--- config.mk ---
export PLATFORM = sky130hd
export DESIGN_NAME = phy_timebase
export DESIGN_NICKNAME = d
export VERILOG_FILES = /design/src/rtl/phy_timebase_pkg.sv /design/src/rtl/phy_rate_decode.sv /design/src/rtl/phy_tick_timer.sv /design/src/rtl/phy_led_stretch.sv /design/src/rtl/phy_timebase.sv
export SDC_FILE = /design/constraint.sdc
export NUM_CORES = 1
export LEC_CHECK = 0
export BUFFER_PORTS_ARGS = -buffer_cell sky130_fd_sc_hd__buf_4
export CAP_MARGIN = 25
export CORE_MARGIN = 4
export CORE_UTILIZATION = 61
export CTS_CLUSTER_DIAMETER = 30
export CTS_CLUSTER_SIZE = 24
export DETAILED_ROUTE_END_ITERATION = 16
export GPL_TIMING_DRIVEN = 0
export PLACE_DENSITY = 0.78
export SKIP_LAST_GASP = 1
export SYNTH_ARGS = -nofsm -noshare
export SYNTH_HDL_FRONTEND = slang
export SYNTH_SLANG_ARGS = --single-unit
--- constraint.sdc ---
create_clock -name clk -period 6.7 [get_ports clk]
set_input_delay 0.335 -clock clk [delete_from_list [all_inputs] [get_ports clk]]
set_output_delay 0.335 -clock clk [all_outputs]
set_load 0.01 [all_outputs]
--- src/rtl/phy_timebase_pkg.sv ---
package phy_timebase_pkg;

   typedef enum logic [1:0] {
      RATE_X1   = 2'd0,
      RATE_X16  = 2'd1,
      RATE_X64  = 2'd2,
      RATE_X256 = 2'd3
   } rate_e;

   localparam int unsigned NUM_TICKS = 4;
   localparam int unsigned TICK_LINK = 0;
   localparam int unsigned TICK_JAB  = 1;
   localparam int unsigned TICK_RST  = 2;
   localparam int unsigned TICK_ANEG = 3;

   // Right-shift applied to every terminal count for a given rate code.
   function automatic int unsigned rate_shift(rate_e r);
      case (r)
         RATE_X16:  return 4;
         RATE_X64:  return 6;
         RATE_X256: return 8;
         default:   return 0;
      endcase
   endfunction

   // Scaled period, never below one cycle.
   function automatic int unsigned scaled_cyc(int unsigned nominal, int unsigned sh);
      int unsigned v;
      v = nominal >> sh;
      return (v == 0) ? 1 : v;
   endfunction

   function automatic int unsigned cnt_width(int unsigned maxval);
      return (maxval < 2) ? 1 : $clog2(maxval + 1);
   endfunction

endpackage

--- src/rtl/phy_rate_decode.sv ---
module phy_rate_decode
   import phy_timebase_pkg::*;
(
   input  logic       test_mode_i,
   input  logic [1:0] rate_sel_i,
   output rate_e      rate_o,
   output logic       aneg_unsup_o
);

   always_comb begin
      if (test_mode_i) begin
         rate_o = rate_e'(rate_sel_i);
      end else begin
         rate_o = RATE_X1;
      end
   end

   assign aneg_unsup_o = (rate_o == RATE_X256);

endmodule

--- src/rtl/phy_tick_timer.sv ---
module phy_tick_timer
   import phy_timebase_pkg::*;
#(
   parameter int unsigned NOMINAL_CYC = 16
) (
   input  logic  clk,
   input  logic  rst_n,
   input  rate_e rate_i,
   output logic  tick_o
);

   localparam int unsigned CW = cnt_width(NOMINAL_CYC);
   localparam int unsigned LAST_X1   = scaled_cyc(NOMINAL_CYC, 0) - 1;
   localparam int unsigned LAST_X16  = scaled_cyc(NOMINAL_CYC, 4) - 1;
   localparam int unsigned LAST_X64  = scaled_cyc(NOMINAL_CYC, 6) - 1;
   localparam int unsigned LAST_X256 = scaled_cyc(NOMINAL_CYC, 8) - 1;

   if (NOMINAL_CYC < 1) begin : g_bad_cyc
      $error("phy_tick_timer: NOMINAL_CYC must be at least 1");
   end
   if (CW > 32) begin : g_bad_width
      $error("phy_tick_timer: counter wider than 32 bits");
   end

   logic [CW-1:0] cnt_q;
   logic [CW-1:0] last;
   logic          tick_q;

   always_comb begin
      case (rate_i)
         RATE_X16:  last = CW'(LAST_X16);
         RATE_X64:  last = CW'(LAST_X64);
         RATE_X256: last = CW'(LAST_X256);
         default:   last = CW'(LAST_X1);
      endcase
   end

   // A count left above a freshly shortened limit wraps at once.
   always_ff @(posedge clk) begin
      if (!rst_n) begin
         cnt_q  <= '0;
         tick_q <= 1'b0;
      end else if (cnt_q >= last) begin
         cnt_q  <= '0;
         tick_q <= 1'b1;
      end else begin
         cnt_q  <= cnt_q + 1'b1;
         tick_q <= 1'b0;
      end
   end

   assign tick_o = tick_q;

endmodule

--- src/rtl/phy_led_stretch.sv ---
module phy_led_stretch
   import phy_timebase_pkg::*;
#(
   parameter int unsigned HOLD_CYC = 16
) (
   input  logic  clk,
   input  logic  rst_n,
   input  rate_e rate_i,
   input  logic  enable_i,
   input  logic  evt_i,
   output logic  led_o
);

   localparam int unsigned CW = cnt_width(HOLD_CYC);
   localparam int unsigned H_X1   = scaled_cyc(HOLD_CYC, 0);
   localparam int unsigned H_X16  = scaled_cyc(HOLD_CYC, 4);
   localparam int unsigned H_X64  = scaled_cyc(HOLD_CYC, 6);
   localparam int unsigned H_X256 = scaled_cyc(HOLD_CYC, 8);

   if (HOLD_CYC < 1) begin : g_bad_hold
      $error("phy_led_stretch: HOLD_CYC must be at least 1");
   end
   if (CW > 32) begin : g_bad_width
      $error("phy_led_stretch: hold counter wider than 32 bits");
   end

   logic [CW-1:0] hold_q;
   logic [CW-1:0] load;

   always_comb begin
      case (rate_i)
         RATE_X16:  load = CW'(H_X16);
         RATE_X64:  load = CW'(H_X64);
         RATE_X256: load = CW'(H_X256);
         default:   load = CW'(H_X1);
      endcase
   end

   always_ff @(posedge clk) begin
      if (!rst_n || !enable_i) begin
         hold_q <= '0;
      end else if (evt_i) begin
         hold_q <= load;
      end else if (hold_q != '0) begin
         hold_q <= hold_q - 1'b1;
      end
   end

   assign led_o = evt_i | (enable_i & (hold_q != '0));

endmodule

--- src/rtl/phy_timebase.sv ---
module phy_timebase
   import phy_timebase_pkg::*;
#(
   parameter int unsigned LINK_CYC  = 400_000,
   parameter int unsigned JAB_CYC   = 1_250_000,
   parameter int unsigned RST_CYC   = 250_000,
   parameter int unsigned ANEG_CYC  = 200_000,
   parameter int unsigned LED_CYC   = 1_050_000
) (
   input  logic       clk,
   input  logic       rst_n,
   input  logic       test_mode_i,
   input  logic [1:0] rate_sel_i,
   input  logic       stretch_pin_i,
   input  logic       stretch_reg_i,
   input  logic       blink_en_i,
   input  logic       led_evt_i,
   output logic       tick_link_o,
   output logic       tick_jabber_o,
   output logic       tick_reset_o,
   output logic       tick_aneg_o,
   output logic       led_o,
   output logic       aneg_unsup_o
);

   rate_e                rate_w;
   logic                 stretch_en_w;
   logic [NUM_TICKS-1:0] tick_w;

   phy_rate_decode u_dec (
      .test_mode_i  (test_mode_i),
      .rate_sel_i   (rate_sel_i),
      .rate_o       (rate_w),
      .aneg_unsup_o (aneg_unsup_o)
   );

   for (genvar g = 0; g < NUM_TICKS; g++) begin : g_tick
      localparam int unsigned CYC =
         (g == TICK_LINK) ? LINK_CYC :
         (g == TICK_JAB)  ? JAB_CYC  :
         (g == TICK_RST)  ? RST_CYC  : ANEG_CYC;
      phy_tick_timer #(.NOMINAL_CYC(CYC)) u_tmr (
         .clk    (clk),
         .rst_n  (rst_n),
         .rate_i (rate_w),
         .tick_o (tick_w[g])
      );
   end

   assign tick_link_o   = tick_w[TICK_LINK];
   assign tick_jabber_o = tick_w[TICK_JAB];
   assign tick_reset_o  = tick_w[TICK_RST];
   assign tick_aneg_o   = tick_w[TICK_ANEG];

   assign stretch_en_w = (stretch_pin_i | stretch_reg_i) & ~blink_en_i;

   phy_led_stretch #(.HOLD_CYC(LED_CYC)) u_led (
      .clk      (clk),
      .rst_n    (rst_n),
      .rate_i   (rate_w),
      .enable_i (stretch_en_w),
      .evt_i    (led_evt_i),
      .led_o    (led_o)
   );

endmodule

**After elaboration in Yosys (flattened, before gate mapping)**

Cells that the tools add are included.

- Magnitude comparators: 4
- Bitwise logic cells: 6
- Equality and inequality tests: 3
- Multiplexer cells: 12
- Reductions and logical operators: 9
- $add $sub $neg: 5

Operators with widths:

| cell | count |
|---|---|
| $pmux W21 S3 | 2 |
| $pmux W18 S3 | 2 |
| $pmux W19 S3 | 1 |
| $mux W21 | 2 |
| $add A18 B1 Y18 const B | 2 |
| $ge A18 B18 Y1 | 2 |
| $add A21 B1 Y21 const B | 1 |
| $ge A21 B21 Y1 | 1 |
| $reduce_bool A21 Y1 | 1 |
| $sub A21 B1 Y21 const B | 1 |
| $add A19 B1 Y19 const B | 1 |
| $ge A19 B19 Y1 | 1 |
| $reduce_or A2 Y1 | 4 |
| $eq A2 B2 Y1 const B | 2 |
| $mux W1 | 4 |
| $and A1 B1 Y1 | 2 |
| $eq A2 B1 Y1 const B | 1 |
| $logic_not A1 Y1 | 2 |
| $mux W2 | 1 |
| $not A1 Y1 | 2 |
| $or A1 B1 Y1 | 2 |
| $reduce_bool A2 Y1 | 1 |
| $logic_or A1 B1 Y1 | 1 |

- Output and inout port bits: 6
- Bits of input ports: 9
- Register bits: 101
- Word-level logic and storage cells: 48

**Logic depth before layout (Yosys ltp)**

- Depth after elaboration: 5
- Depth in mapped cells: 13
- Gate-level depth less buffers: 11

**Cells and area by module**

From an unflattened synthesis, not the netlist that was laid out.

- Cells, all modules: 767
- Area, all modules: 6879.1 um^2

Modules (own cells, without submodules):

| module | seq. area each (um^2) | area each (um^2) | cells an instance | times used |
|---|---|---|---|---|
| phy_tick_timer at g_tick[1].u_tmr | 440.4 | 1555.2 | 163 | 1 |
| phy_tick_timer at g_tick[0].u_tmr | 400.4 | 1353.8 | 159 | 1 |
| phy_tick_timer at g_tick[3].u_tmr | 380.4 | 1326.3 | 142 | 1 |
| phy_tick_timer at g_tick[2].u_tmr | 380.4 | 1316.3 | 141 | 1 |
| phy_led_stretch | 420.4 | 1298.7 | 158 | 1 |
| phy_rate_decode | 0.0 | 18.8 | 3 | 1 |
| phy_timebase | 0.0 | 10.0 | 1 | 1 |

**Least setup slack after synthesis**

No wires, ideal clock.

- Path kind: input -> register
- From: in rate_sel_i[0]
- To: reg g_tick[0].u_tmr.cnt_q[11]
- Library setup time: 0.065 ns
- Path buffers: 2
- Required time: 6.635 ns
- Cell stages on the path: 13
- Arrival: 2.968 ns
- Slack: 3.667 ns
- Cell sequence: nand2_1 -> inv_1 -> ha_1 -> inv_1 -> ha_1 -> a2111oi_0 -> o21ai_0 -> a31oi_1 -> o22ai_1 -> o41a_1 -> clkbuf_1 -> buf_1 -> nor2_1

- Longest elaborated chain between the ends: 5
- Elaborated cells on any way between the ends: 7
- Classes of those cells: order compare (1); eq/ne (3); mux (2); reduce/logical (1)

Ends and longest elaborated chain:

| item | line | RTL |
|---|---|---|
| start: declaration | phy_timebase.sv:13 | `input logic [1:0] rate_sel_i,` |
| $mux W2 * | phy_rate_decode.sv:11 | `if (test_mode_i) begin` |
| $eq A2 B2 Y1 or $eq A2 B1 Y1 (tied branches) | phy_tick_timer.sv:30 | `case (rate_i)` |
| $pmux W19 S3 * | phy_tick_timer.sv:30 |  |
| $ge A19 B19 Y1 * | phy_tick_timer.sv:43 | `end else if (cnt_q >= last) begin` |
| $reduce_or A2 Y1 (no source line) * | -- |  |
| end signal: assignment | phy_tick_timer.sv:47 | `cnt_q <= cnt_q + 1'b1;` |
| end: declaration | phy_tick_timer.sv:25 | `logic [CW-1:0] cnt_q;` |

Mark *: on every way between the ends. The rest lies on a longest branch, timed or not.
A chain may end at the register's enable or synchronous reset.

**Worst setup path in the final report**

- From: in test_mode_i
- To: reg g_tick[0].u_tmr.cnt_q[17]

- Longest elaborated chain between the ends: 5
- Elaborated cells on any way between the ends: 7
- Classes of those cells: order compare (1); eq/ne (3); mux (2); reduce/logical (1)

Ends and longest elaborated chain:

| item | line | RTL |
|---|---|---|
| start: declaration | phy_timebase.sv:12 | `input logic test_mode_i,` |
| $mux W2 * | phy_rate_decode.sv:11 |  |
| $eq A2 B2 Y1 or $eq A2 B1 Y1 (tied branches) | phy_tick_timer.sv:30 |  |
| $pmux W19 S3 * | phy_tick_timer.sv:30 |  |
| $ge A19 B19 Y1 * | phy_tick_timer.sv:43 |  |
| $reduce_or A2 Y1 (no source line) * | -- |  |

Marked as above.

==> reports/results.ini <==
[pwr]
switchingPower_mw=0.377
pwr-share-seq=0.512
sw_frac_of_total=0.297
p_leak_nw=2.63
pwr-share-clk=0.285
ir_drop_uv=143
p_per_area_nw_per_um2=203
power.share.combinational=0.203
p_int_mw=0.890

[synthesis]
syn_avg_cell_area_sq_um=8.58
ys_ff_latch=101
ys_warn_count=0
synth-edff-count=0
ys_seq_area_frac=0.347
ys_async_sr_fraction=0
netlist_top_cells_area=dfxtp_1, ha_1, xor2_1
synth_top_cell_by_area=dfxtp_1
ys_types=50
synth_nets=762
syn_area_sq_um=5820
postSynthCellCount=678
synth_top_area_frac=0.347
synth_ff_type=dfxtp_1

[worst_setup_path]
crit_slowest_cell=inv_1
max_stage_delay_ps=470
crit_chain=buf_4 -> nand2_1 -> inv_1 -> ha_1 -> inv_1 -> ha_1 -> a2111oi_0 -> o21ai_0 -> a31oi_1 -> o22ai_1 -> o41a_1 -> clkbuf_1 -> buf_1 -> nor2_1
cp.required_ps=7000
reg2reg_depth=9
cp-endpoint=g_tick[0].u_tmr.cnt_q[17]
crit_buf_inv=5
crit_fanout=12
cp-startpoint=test_mode_i
r2r-start=g_tick[0].u_tmr.cnt_q[14]
crit_path_end_kind=register
crit_cells=14
ff2ff_setup_slack_ps=4120
cp_top_family=buffers and inverters
reg2reg_to=g_tick[0].u_tmr.cnt_q[17]
arrival_ps=3940
critical_path_class=in2reg
startpoint_type=input pin

[flow_run]
cap_violations=0

[final_layout]
final_common_cell=dfxtp_1
layout.nets=785
n_antenna_cell=0
multi_input_area_sq_um=3640
syn2layout_area_growth_pct=7.35
seq_area_sq_um=2020
final_layout_size_suffix_gt1_frac=0.0511
fillers=783
layout_common_cells=dfxtp_1, nor2_1, ha_1

[clocking]
cts_buffer_depth=2
cts_tree=yes
cts.sink_count=101
clock_latency_ps=380
post_cts_buffers=0
h-tree-depth=3
clk_pin_slew_worst_paths_ps=90
ctsRootBufferMaster=clkbuf_8
cts-hold-fix-buffers=0
cts_resized=0
cts_inserted_buffers=9

[placed_design]
port_buffers=12
gp_congestion=0.841
dp_hpwl_mm=9.08

[timing]
finalSetupViolCount=0
hold_viol_final=0
period_needed_ps=3630
tns_ps=0
slew_headroom=0.544
period_share=0.542
clock_skew_ps=15.4
hold_ws_ps=249
slew_viol_final=0
grt_setup_unrepaired=false
fmaxAchievable_mhz=275
tightestPinTransition_ps=675

[floorplanning]
die_area_sq_um=11200
chipWidth_microns=106
core_area_sq_um=9280
rows=35
start_util=0.627
die_h_microns=106
io_pins=15

[min_path]
worstHoldStart=rst_n
hp-class=in2reg

[global_route]
antenna_found_initial=0
grt_max_degree=16
track_usage=0.234
grt_pass1_vias=4874
globalRouteOverflowTotal=0
grt_pass1_wl_mm=21.5

[route]
dr.pass1.iters=4
vias=4870
dr.first_iter.drc_count=239
viasPerCell=5.84
antenna_left=0
routedWlPerCell_microns=14.7
wirelength_mm=12.2
drc_errors=0

[run_status]
outcome=complete, no violations

==> cell usage after synthesis (2+ instances only) <==
master	number
nor2b_1	2
clkbuf_1	12
a21boi_0	2
dfxtp_1	101
and2_1	3
a21o_1	4
nand2_1	54
o21ai_0	21
inv_1	25
a211oi_1	4
nand2b_1	3
nand4_1	22
and3_1	15
a21oi_1	42
ha_1	75
nor3_1	15
o22ai_1	3
a31oi_1	6
or4_4	2
o211ai_1	6
or3_1	4
nand3_1	32
a2111oi_0	2
nor4_1	9
nor2_1	98
xnor2_1	38
or2_2	2
and4_1	8
xor2_1	47
==> registers in the layout, indices dropped and copies added (netlist names) <==
| name | count |
|---|---|
| g_tick.u_tmr.cnt_q | 76 |
| u_led.hold_q | 21 |
| g_tick.u_tmr.tick_o | 4 |
==> power groups by stage <==
| stage | Combinational, mW | Sequential (mW) | Clock, mW |
|---|---|---|---|
| detailed placement | 0.256 | 0.662 | 0 |
| finish | 0.257 | 0.648 | 0.361 |
| global placement | 0.244 | 0.660 | 0 |
| floorplan | 0.203 | 0.656 | 0 |
| global route | 0.287 | 0.653 | 0.393 |
| CTS | 0.257 | 0.648 | 0.369 |
==> layer usage <==
layer,share of wire,track usage,vias up
met5,0,0,-
met2,0.49,0.403,92
met4,0.018,0.0944,0
met3,0.039,0.0453,20
li1,-,-,2445
met1,0.45,0.287,2313
==> final cells by class <==
type,count,share of cell area
Clock inverter,3,0.00340
Clock buffer,12,0.0248
Sequential cell,101,0.324
Buffer,14,0.00961
Multi-Input combinational cell,538,0.583
Tap cell,129,0.0258
Timing Repair Buffer,12,0.0144
Inverter,25,0.0150
==> worst min path at each step <==
stage	end	slack, ps	depth (start not counted)
global route	u_led.hold_q[2]	240	3
finish	g_tick[3].u_tmr.cnt_q[0]	250	3
CTS	g_tick[3].u_tmr.cnt_q[0]	240	3
detailed placement	g_tick[1].u_tmr.cnt_q[0]	460	1
floorplan	g_tick[1].u_tmr.cnt_q[0]	430	1
global placement	g_tick[1].u_tmr.cnt_q[0]	440	1
==> tightest hold or removal path, delay by kind of cell <==
kind / cells / cell delay [ps]
buf+inv: 1 / 120
simple gates: 1 / 90
compound gates: 1 / 40
==> logic make-up after synthesis <==
group / Yosys count / share of synthesized area
fa+ha+maj: 75 / 0.161
simple gates: 278 / 0.233
flops: 101 / 0.347
xor+xnor: 85 / 0.128
buf+inv: 39 / 0.0264
compound gates: 100 / 0.104
==> stage by stage <==
stage / instance area, sq um / setup slack (ps) / total power, mW / instances / utilization
2_1_floorplan: 5820 / 3670 / 0.859 / 678 / -
3_5_place_dp: 6070 / 2670 / 0.918 / 819 / 0.654
4_1_cts: 6250 / 3040 / 1.27 / 834 / 0.673
5_1_grt: 6250 / 2610 / 1.33 / 834 / 0.673
6_report: 6250 / 3070 / 1.27 / 834 / 0.673
3_3_place_gp: 6070 / 2830 / 0.903 / 819 / 0.654
No activity file was read; power rests on OpenSTA's default activity.
